`src/rtl/svl_pkg.sv`:
```
package svl_pkg;
    localparam int WORD_W      = 64;
    localparam int LEN_W       = 4;
    localparam int NUM_SIZES   = 5;
    localparam int VL_W        = 12;
    localparam int UNIT_SHIFT  = 7;
    localparam int CLASS_W     = 6;
    localparam int ISS_W       = 25;
    localparam int FULLISA_BIT = 31;
    localparam int LUTEN_BIT   = 30;
    localparam logic [CLASS_W-1:0] TRAP_CLASS = 6'h1D;
    localparam logic [ISS_W-1:0]   LUT_ISS    = 25'h0000004;
    localparam logic [1:0]         LVL_TOP    = 2'd3;
    localparam logic [WORD_W-1:0]  KEEP_MASK  =
        (64'd1 << FULLISA_BIT) | (64'd1 << LUTEN_BIT) | 64'((1 << LEN_W) - 1);

    typedef struct packed {
        logic             full_isa;
        logic             lut_en;
        logic [LEN_W-1:0] len;
    } ctrl_fields_t;

    typedef enum logic [1:0] {
        ACC_NONE  = 2'd0,
        ACC_OK    = 2'd1,
        ACC_UNDEF = 2'd2,
        ACC_TRAP  = 2'd3
    } acc_verdict_e;

    function automatic logic [WORD_W-1:0] pack_fields(input ctrl_fields_t f);
        logic [WORD_W-1:0] w;
        w = '0;
        w[FULLISA_BIT] = f.full_isa;
        w[LUTEN_BIT]   = f.lut_en;
        w[LEN_W-1:0]   = f.len;
        return w;
    endfunction

    function automatic ctrl_fields_t unpack_fields(input logic [WORD_W-1:0] w);
        ctrl_fields_t f;
        f.full_isa = w[FULLISA_BIT];
        f.lut_en   = w[LUTEN_BIT];
        f.len      = w[LEN_W-1:0];
        return f;
    endfunction

    function automatic int lowest_set(input logic [NUM_SIZES-1:0] m);
        int idx;
        idx = 0;
        for (int i = NUM_SIZES - 1; i >= 0; i--) begin
            if (m[i]) idx = i;
        end
        return idx;
    endfunction
endpackage

```
`src/rtl/svl_access_gate.sv`:
```
module svl_access_gate
    import svl_pkg::*;
(
    input  logic         acc_valid,
    input  logic [1:0]   acc_level,
    input  logic         acc_enable,
    output acc_verdict_e verdict
);
    always_comb begin
        if (!acc_valid)              verdict = ACC_NONE;
        else if (acc_level != LVL_TOP) verdict = ACC_UNDEF;
        else if (!acc_enable)        verdict = ACC_TRAP;
        else                         verdict = ACC_OK;
    end
endmodule

```
`src/rtl/svl_field_reg.sv`:
```
module svl_field_reg
    import svl_pkg::*;
(
    input  logic              clk,
    input  logic              rst,
    input  logic              wr_en,
    input  logic [WORD_W-1:0] wr_word,
    output ctrl_fields_t      fields
);
    logic [WORD_W-1:0] kept;

    assign kept = wr_word & KEEP_MASK;

    always_ff @(posedge clk) begin
        if (rst)        fields <= '0;
        else if (wr_en) fields <= unpack_fields(kept);
    end
endmodule

```
`src/rtl/svl_len_resolve.sv`:
```
module svl_len_resolve
    import svl_pkg::*;
#(
    parameter logic [NUM_SIZES-1:0] SUPPORTED_MASK = 5'b10110
) (
    input  logic [LEN_W-1:0] len,
    output logic [VL_W-1:0]  req_bits,
    output logic [VL_W-1:0]  eff_bits
);
    localparam int MIN_IDX = lowest_set(SUPPORTED_MASK);
    localparam int UNITS_W = LEN_W + 1;

    logic [UNITS_W-1:0] req_units;
    logic [2:0]         pick;

    assign req_units = UNITS_W'(len) + UNITS_W'(1);
    assign req_bits  = VL_W'({req_units, {UNIT_SHIFT{1'b0}}});

    // ascending scan: the last qualifying size is the largest one
    always_comb begin
        pick = 3'(MIN_IDX);
        for (int i = 0; i < NUM_SIZES; i++) begin
            if (SUPPORTED_MASK[i] && ((UNITS_W'(1) << i) <= req_units))
                pick = 3'(i);
        end
    end

    assign eff_bits = VL_W'(1 << UNIT_SHIFT) << pick;
endmodule

```
`src/rtl/streaming_vl_ctrl.sv`:
```
module streaming_vl_ctrl
    import svl_pkg::*;
#(
    parameter logic [NUM_SIZES-1:0] SUPPORTED_MASK = 5'b10110
) (
    input  logic              clk,
    input  logic              rst,
    input  logic              acc_valid,
    input  logic              acc_write,
    input  logic [1:0]        acc_level,
    input  logic              acc_enable,
    input  logic [WORD_W-1:0] acc_wdata,
    output logic              resp_valid,
    output logic              resp_undef,
    output logic              resp_trap,
    output logic [CLASS_W-1:0] resp_class,
    output logic [WORD_W-1:0] resp_rdata,
    input  logic              lut_insn,
    input  logic              sm_trap_pending,
    input  logic              za_trap_pending,
    output logic              lut_trap,
    output logic [CLASS_W-1:0] lut_trap_class,
    output logic [ISS_W-1:0]  lut_trap_iss,
    output logic              full_isa_en,
    output logic [VL_W-1:0]   req_vl_bits,
    output logic [VL_W-1:0]   eff_vl_bits
);
    localparam int MIN_VL = (1 << UNIT_SHIFT) << lowest_set(SUPPORTED_MASK);

    acc_verdict_e verdict;
    ctrl_fields_t fields;
    logic         wr_ok;

    svl_access_gate u_gate (
        .acc_valid  (acc_valid),
        .acc_level  (acc_level),
        .acc_enable (acc_enable),
        .verdict    (verdict)
    );

    assign wr_ok = (verdict == ACC_OK) && acc_write;

    svl_field_reg u_reg (
        .clk     (clk),
        .rst     (rst),
        .wr_en   (wr_ok),
        .wr_word (acc_wdata),
        .fields  (fields)
    );

    svl_len_resolve #(.SUPPORTED_MASK(SUPPORTED_MASK)) u_res (
        .len      (fields.len),
        .req_bits (req_vl_bits),
        .eff_bits (eff_vl_bits)
    );

    assign full_isa_en = fields.full_isa;

    always_ff @(posedge clk) begin
        if (rst) begin
            resp_valid <= 1'b0;
            resp_undef <= 1'b0;
            resp_trap  <= 1'b0;
            resp_class <= '0;
            resp_rdata <= '0;
        end else begin
            resp_valid <= verdict != ACC_NONE;
            resp_undef <= verdict == ACC_UNDEF;
            resp_trap  <= verdict == ACC_TRAP;
            resp_class <= (verdict == ACC_TRAP) ? TRAP_CLASS : '0;
            resp_rdata <= (verdict == ACC_OK && !acc_write) ? pack_fields(fields) : '0;
        end
    end

    // lookup-table trap ranks below pending mode/array traps
    always_comb begin
        lut_trap       = lut_insn && !fields.lut_en && !sm_trap_pending && !za_trap_pending;
        lut_trap_class = lut_trap ? TRAP_CLASS : '0;
        lut_trap_iss   = lut_trap ? LUT_ISS : '0;
    end

    a_r2_reserved_zero: assert property (@(posedge clk) disable iff (rst)
        resp_valid |-> ((resp_rdata & ~KEEP_MASK) == '0));
    a_r3_undef_keeps: assert property (@(posedge clk) disable iff (rst)
        (acc_valid && acc_level != LVL_TOP) |=> ($stable(fields) && resp_undef));
    a_r4_trap_keeps: assert property (@(posedge clk) disable iff (rst)
        (acc_valid && acc_level == LVL_TOP && !acc_enable) |=> ($stable(fields) && resp_trap));
    a_r6_pow2_len: assert property (@(posedge clk) disable iff (rst)
        $countones(eff_vl_bits) == 1);
    a_r7_min_floor: assert property (@(posedge clk) disable iff (rst)
        eff_vl_bits >= VL_W'(MIN_VL));
    a_r8_write_seen: assert property (@(posedge clk) disable iff (rst)
        (acc_valid && acc_write && acc_level == LVL_TOP && acc_enable)
        |=> (fields.len == $past(acc_wdata[LEN_W-1:0]) && resp_valid));
    a_r10_lut_rank: assert property (@(posedge clk) disable iff (rst)
        (sm_trap_pending || za_trap_pending) |-> !lut_trap);
endmodule

```
`config.mk`:
```
export PLATFORM = sky130hd
export DESIGN_NAME = streaming_vl_ctrl
export DESIGN_NICKNAME = d
export VERILOG_FILES = /design/src/rtl/svl_pkg.sv /design/src/rtl/svl_access_gate.sv /design/src/rtl/svl_field_reg.sv /design/src/rtl/svl_len_resolve.sv /design/src/rtl/streaming_vl_ctrl.sv
export SDC_FILE = /design/constraint.sdc
export NUM_CORES = 1
export LEC_CHECK = 0
export ABC_CLOCK_PERIOD_IN_PS = 2200
export BUFFER_PORTS_ARGS = -buffer_cell sky130_fd_sc_hd__buf_4
export CORE_AREA = 2 2 78 80
export DETAILED_ROUTE_END_ITERATION = 7
export DIE_AREA = 0 0 80 82
export GPL_TIMING_DRIVEN = 0
export MAX_ROUTING_LAYER = met4
export PLACE_DENSITY = 0.74
export SLEW_MARGIN = 20
export SYNTH_ARGS = -nofsm -noshare
export SYNTH_HDL_FRONTEND = slang
export SYNTH_SLANG_ARGS = --single-unit
```
`constraint.sdc`:
```
create_clock -name clk -period 2.2 [get_ports clk]
set_clock_uncertainty 0.1 [all_clocks]
set_input_delay 0.33 -clock clk [delete_from_list [all_inputs] [get_ports clk]]
set_output_delay 0.33 -clock clk [all_outputs]
set_load 0.05 [all_outputs]
```
### Word level (Yosys, flattened, before mapping)

Index checks and enable logic that the tools add are counted.

| word-level totals | value |
|---|---|
| input bits | 74 |
| memory bits (writable) | 0 |
| word-level logic and storage cells | 37 |
| latch bits | 0 |
| bits in read-only memories | 0 |
| memories kept | 0 |
| flip-flop bits (word level) | 79 |

| cells by class | value |
|---|---|
| bitwise gates (word level) | 1 |
| magnitude comparators | 2 |
| equality and inequality tests | 4 |
| div/mod/pow operators | 0 |
| multipliers | 0 |
| add/subtract/negate cells | 1 |
| reduce and logical (&&, ||, !) cells | 11 |
| multiplexer cells | 8 |
| shift-type cells | 1 |

Operator list:

| kind | number |
|---|---|
| $shl 8x3->12 const A | 1 |
| $mux 5 | 2 |
| $mux 2 | 4 |
| $mux 3 | 2 |
| $add 4x1->5 const B | 1 |
| $le 3x5->1 const A | 1 |
| $le 5x5->1 const A | 1 |
| $logic_and 1x1->1 | 5 |
| $eq 2x2->1 const B | 2 |
| $logic_not 1->1 | 4 |
| $eq 2x1->1 const B | 1 |
| $ne 2x2->1 const B | 1 |
| $reduce_bool 2->1 | 1 |
| $reduce_or 2->1 | 1 |
| $not 1->1 | 1 |

### Depth between registers and ports, before layout

| depth | value |
|---|---|
| depth after elaboration | 7 |
| gate-level depth with buffers | 4 |
| depth with buffers taken out | 4 |

### By module

From an unflattened synthesis, not the netlist that was laid out.

| unflattened totals | value |
|---|---|
| cells, all modules | 168 |
| area, all modules | 1451.4 um^2 |

By module, submodules not included:

| module | times used | cells an instance | area each (um^2) | seq. area each (um^2) |
|---|---|---|---|---|
| streaming_vl_ctrl | 1 | 118 | 1002.2 | 180.2 |
| svl_len_resolve | 1 | 28 | 217.7 | 0.0 |
| svl_field_reg | 1 | 19 | 214.0 | 120.1 |
| svl_access_gate | 1 | 3 | 17.5 | 0.0 |

### Worst setup path before layout

OpenSTA, ideal clock, no wires.

| path | value |
|---|---|
| path type | input port to output port |
| start point | input za_trap_pending |
| end point | output lut_trap_class[0] |
| stages on the path | 2 |
| required time | 1.770 ns |
| path slack | -1.044 ns |
| arrival | 2.814 ns |
| buffers on the path | 1 |
| cells stage by stage | nor4b_1 > buf_4 |

| between the ends | value |
|---|---|
| longest elaborated chain between the ends | 3 |

Ends and longest elaborated chain:

| item | line | text |
|---|---|---|
| start: declaration | streaming_vl_ctrl.sv:20 | `input logic za_trap_pending,` |
| $logic_not 1->1 | streaming_vl_ctrl.sv:77 | `lut_trap = lut_insn && !fields.lut_en && !sm_trap_pending && !za_trap_pending;` |
| $logic_and 1x1->1 | streaming_vl_ctrl.sv:77 |  |
| $mux 5 | streaming_vl_ctrl.sv:78 | `lut_trap_class = lut_trap ? TRAP_CLASS : '0;` |
| end: declaration | streaming_vl_ctrl.sv:22 | `output logic [CLASS_W-1:0] lut_trap_class,` |

No other way between the ends.

### Worst setup path after layout

| path | value |
|---|---|
| start point | register, netlist name u_reg.fields[0] |
| end point | output eff_vl_bits[9] |

| between the ends | value |
|---|---|
| longest elaborated chain between the ends | 5 |
| elaborated cells between the ends (all ways) | 6 |
| classes of those cells | 1 x add/sub; 2 x order compare; 1 x shift; 2 x mux |

Ends and longest elaborated chain:

| item | line | text |
|---|---|---|
| $add 4x1->5 (*) | svl_len_resolve.sv:16 | `assign req_units = UNITS_W'(len) + UNITS_W'(1);` |
| $le 3x5->1 | svl_len_resolve.sv:23 | `if (SUPPORTED_MASK[i] && ((UNITS_W'(1) << i) <= req_units))` |
| $mux 2 | svl_len_resolve.sv:23 |  |
| $mux 3 (*) | svl_len_resolve.sv:23 |  |
| $shl 8x3->12 (*) | svl_len_resolve.sv:28 | `assign eff_bits = VL_W'(1 << UNIT_SHIFT) << pick;` |
| end: declaration | streaming_vl_ctrl.sv:26 | `output logic [VL_W-1:0] eff_vl_bits` |

Mark *: on every way between the ends. The rest lies on a longest branch, timed or not.

==> impl_metrics.csv <==
group,metric,value,unit
worst_hold_path,hold_class,"in -> reg",
synth,postSynthCellCount,182,
worst_setup_path,path_class,"reg -> out",
detailed_routing,ant_nets,0,
die,boundaryPins,204,
die,die_h,82,um
detailed_routing,dr.pass1.iters,4,
global_route,grt_first_pass_wirelength,4.19,mm
die,core,5750,sq um
timing,clock.fmax,464,MHz
die,rows,28,
status,status,"completed",
synth,synth_warnings,0,
final_layout,final_cell_count_no_fill,408,
clocking,root_buffer,"clkbuf_8",
global_route,grt_usage,8.17,%
clocking,path_clk_slew,0.06,ns
timing,fin_crit_sh,97.9,%
placement,hpwl,2.72,mm
die,start_util,25.4,%
placement,routabilityCongestion,0.784,
synth,yosysUniqueCellTypes,24,
clocking,htree_num_levels,1,
timing,hold_viol,0,
global_route,antenna_found_initial,0,
detailed_routing,dr_total_vias,1278,
synth,ys_ff_latch,15,
timing,finalSetupViolations,0,
worst_setup_path,cp_slowest_cell,"or4_4",
placement,io_buffers,43,
detailed_routing,drcViolationCount,0,
die,fp.dieW,80,um
detailed_routing,finalWirelength,3.05,mm
synth,synth_seq_area_share,20.6,%
timing,period_minus_slack,2.15,ns
clocking,cts_tree,"yes",
global_route,overflow,0,
flow_run,cap_violations,0,
timing,rsz0062_at_grt,"yes",
worst_setup_path,crit_arrival,1.72,ns
global_route,grt_max_degree,10,
pwr,power_density,466,nW/um^2
detailed_routing,detail_route.wl_per_cell,7.47,um
clocking,ctsHoldBuffers,0,
final_layout,num-nets-final,410,
pwr,ir_drop,0.230,mV
detailed_routing,drt_iter0_markers,44,
clocking,max-clock-path-buffers,2,
final_layout,area_growth,67.3,%
placement,dp_cells,401,
synth,syn_area_per_cell,8.02,sq um
worst_setup_path,endpoint_kind,"primary output",
worst_setup_path,crit_top_cell,"buf_6",
worst_setup_path,crit_chain,"buf_6 -> ha_4 -> nand2_2 -> or4_4 -> o2111ai_2 -> buf_6",
pwr,power,1.14,mW
detailed_routing,avgViaCountPerCell,3.13,
worst_setup_path,cp-start-kind,"register",
worst_setup_path,worstPathRequired,1.77,ns
timing,final-max-slew-violation-count,0,
clocking,cts_sinks,15,
worst_setup_path,max_stage_delay,0.48,ns
clocking,insertion_delay,0.25,ns
final_layout,final_util,42.5,%
worst_setup_path,crit_fanout,4,
clocking,cts_buffers,3,
final_layout,diodes,0,
die,dieArea,6560,sq um
pwr,leakage,1.47,nW
final_layout,post_route_cells_drive_above_1_share,52.0,%
synth,syn_area,1460,sq um
global_route,grt_pass1_vias,1039,
timing,whs,0.169,ns
-- stage by stage --
stage / setup slack (ns) / setup TNS, ns / area [sq um]
after global routing: -0.0126 / -0.0126 / 2440
after CTS: -0.0366 / -0.0366 / 2370
after floorplan: 0.00244 / 0 / 1890
after detailed placement: 0.00533 / 0 / 2300
after global placement: 0.0318 / 0 / 2300
final: 0.0470 / 0 / 2440
-- registers in the layout, summed over array words and instances, names as in the netlist --
| register | cells |
|---|---|
| u_reg.fields | 6 |
| resp_class | 1 |
| resp_valid | 1 |
| resp_rdata | 6 |
| resp_undef | 1 |
-- cells by family after synthesis --
logic type      share of synthesized area, %
simple gates                            11.2
compound gates                          6.60
buf+inv                                 58.4
other cells                            0.257
xor+xnor                                1.20
flops                                   20.6
fa+ha+maj                               1.71
-- worst max-delay path: cells and delay by family, from the launching register on --
kind,cells,cell delay [ns]
fa+ha+maj,1,0.16
buf+inv,2,0.31
flops,1,0.37
simple gates,2,0.53
compound gates,1,0.10
-- metal layers --
| layer | track usage, % | wire [um] | part of all wire, % |
|---|---|---|---|
| met2 | 15.3 | 1540 | 50 |
| met3 | 2.20 | 540 | 18 |
| met1 | 7.62 | 910 | 30 |
| met5 | - | 0 | 0 |
| met4 | 4.24 | 59 | 1.9 |
-- synth_stat cells --
cell type / number / share of area [%]
a21oi_1: 7 / 2.4
buf_4: 111 / 57
and2_1: 5 / 2.1
clkbuf_1: 2 / 0.51
nand3_1: 8 / 2.7
o31a_1: 1 / 0.60
o2111ai_1: 1 / 0.60
nor3_1: 2 / 0.69
or4_1: 1 / 0.51
conb_1: 1 / 0.26
nand2b_1: 2 / 0.86
dfxtp_1: 15 / 21
nor4_1: 2 / 0.86
a2bb2oi_1: 1 / 0.60
nand2_1: 4 / 1.0
and3_1: 2 / 0.86
o21ai_0: 7 / 2.4
ha_1: 2 / 1.7
xnor2_1: 1 / 0.60
xor2_1: 1 / 0.60
nor3b_1: 1 / 0.51
nor4b_1: 1 / 0.60
nor2b_1: 1 / 0.43
inv_1: 3 / 0.77
-- what timing repair did --
item | in CTS | in global routing
resized for setup | 7 | 7
setup endpoints to repair | 2 | 2
pin swaps | 1 | 1
buffers inserted | 1 | 2
-- worst paths after layout --
path                                start                         to  slack, ns  depth (start not counted)
min reg2reg  u_reg.fields[5]$_SDFFE_PP0P_  resp_rdata[31]$_SDFF_PP0_       0.38                          1
max reg2reg  u_reg.fields[3]$_SDFFE_PP0P_   resp_rdata[3]$_SDFF_PP0_       1.18                          2
min                            acc_enable   resp_class[3]$_SDFF_PP0_       0.17                          2
max          u_reg.fields[0]$_SDFFE_PP0P_             eff_vl_bits[9]       0.05                          6
-- power breakdown --
part,leakage [nW],switching (mW),internal [mW],total [mW]
sequential,0.123,0.00295,0.273,0.276
clock,0.0255,0.0952,0.126,0.221
combinational,1.32,0.470,0.171,0.640
-- layout by cell type (no fill, tap or decap), types with 2 or more instances in the layout --
cell type,Yosys,final
a21oi_1,7,7
and2_1,5,5
and3_1,2,2
buf_4,111,153
buf_6,0,3
clkbuf_1,2,2
clkbuf_8,0,3
conb_1,1,102
dfxtp_1,15,13
dfxtp_4,0,2
ha_4,0,2
inv_1,3,3
nand2_1,4,3
nand3_1,8,8
nor3_1,2,2
nor4_1,2,2
o21ai_0,7,6
-- layout make-up --
| class | count | area [sq um] |
|---|---|---|
| Sequential cell | 15 | 308 |
| Clock inverter | 1 | 5.00 |
| Inverter | 3 | 11.3 |
| Timing Repair Buffer | 46 | 369 |
| Multi-Input combinational cell | 152 | 772 |
| Fill cell | 572 | 3300 |
| Buffer | 113 | 841 |
| Tap cell | 75 | 93.8 |
| Clock buffer | 3 | 41.3 |
No activity file was read; power rests on OpenSTA's default activity.
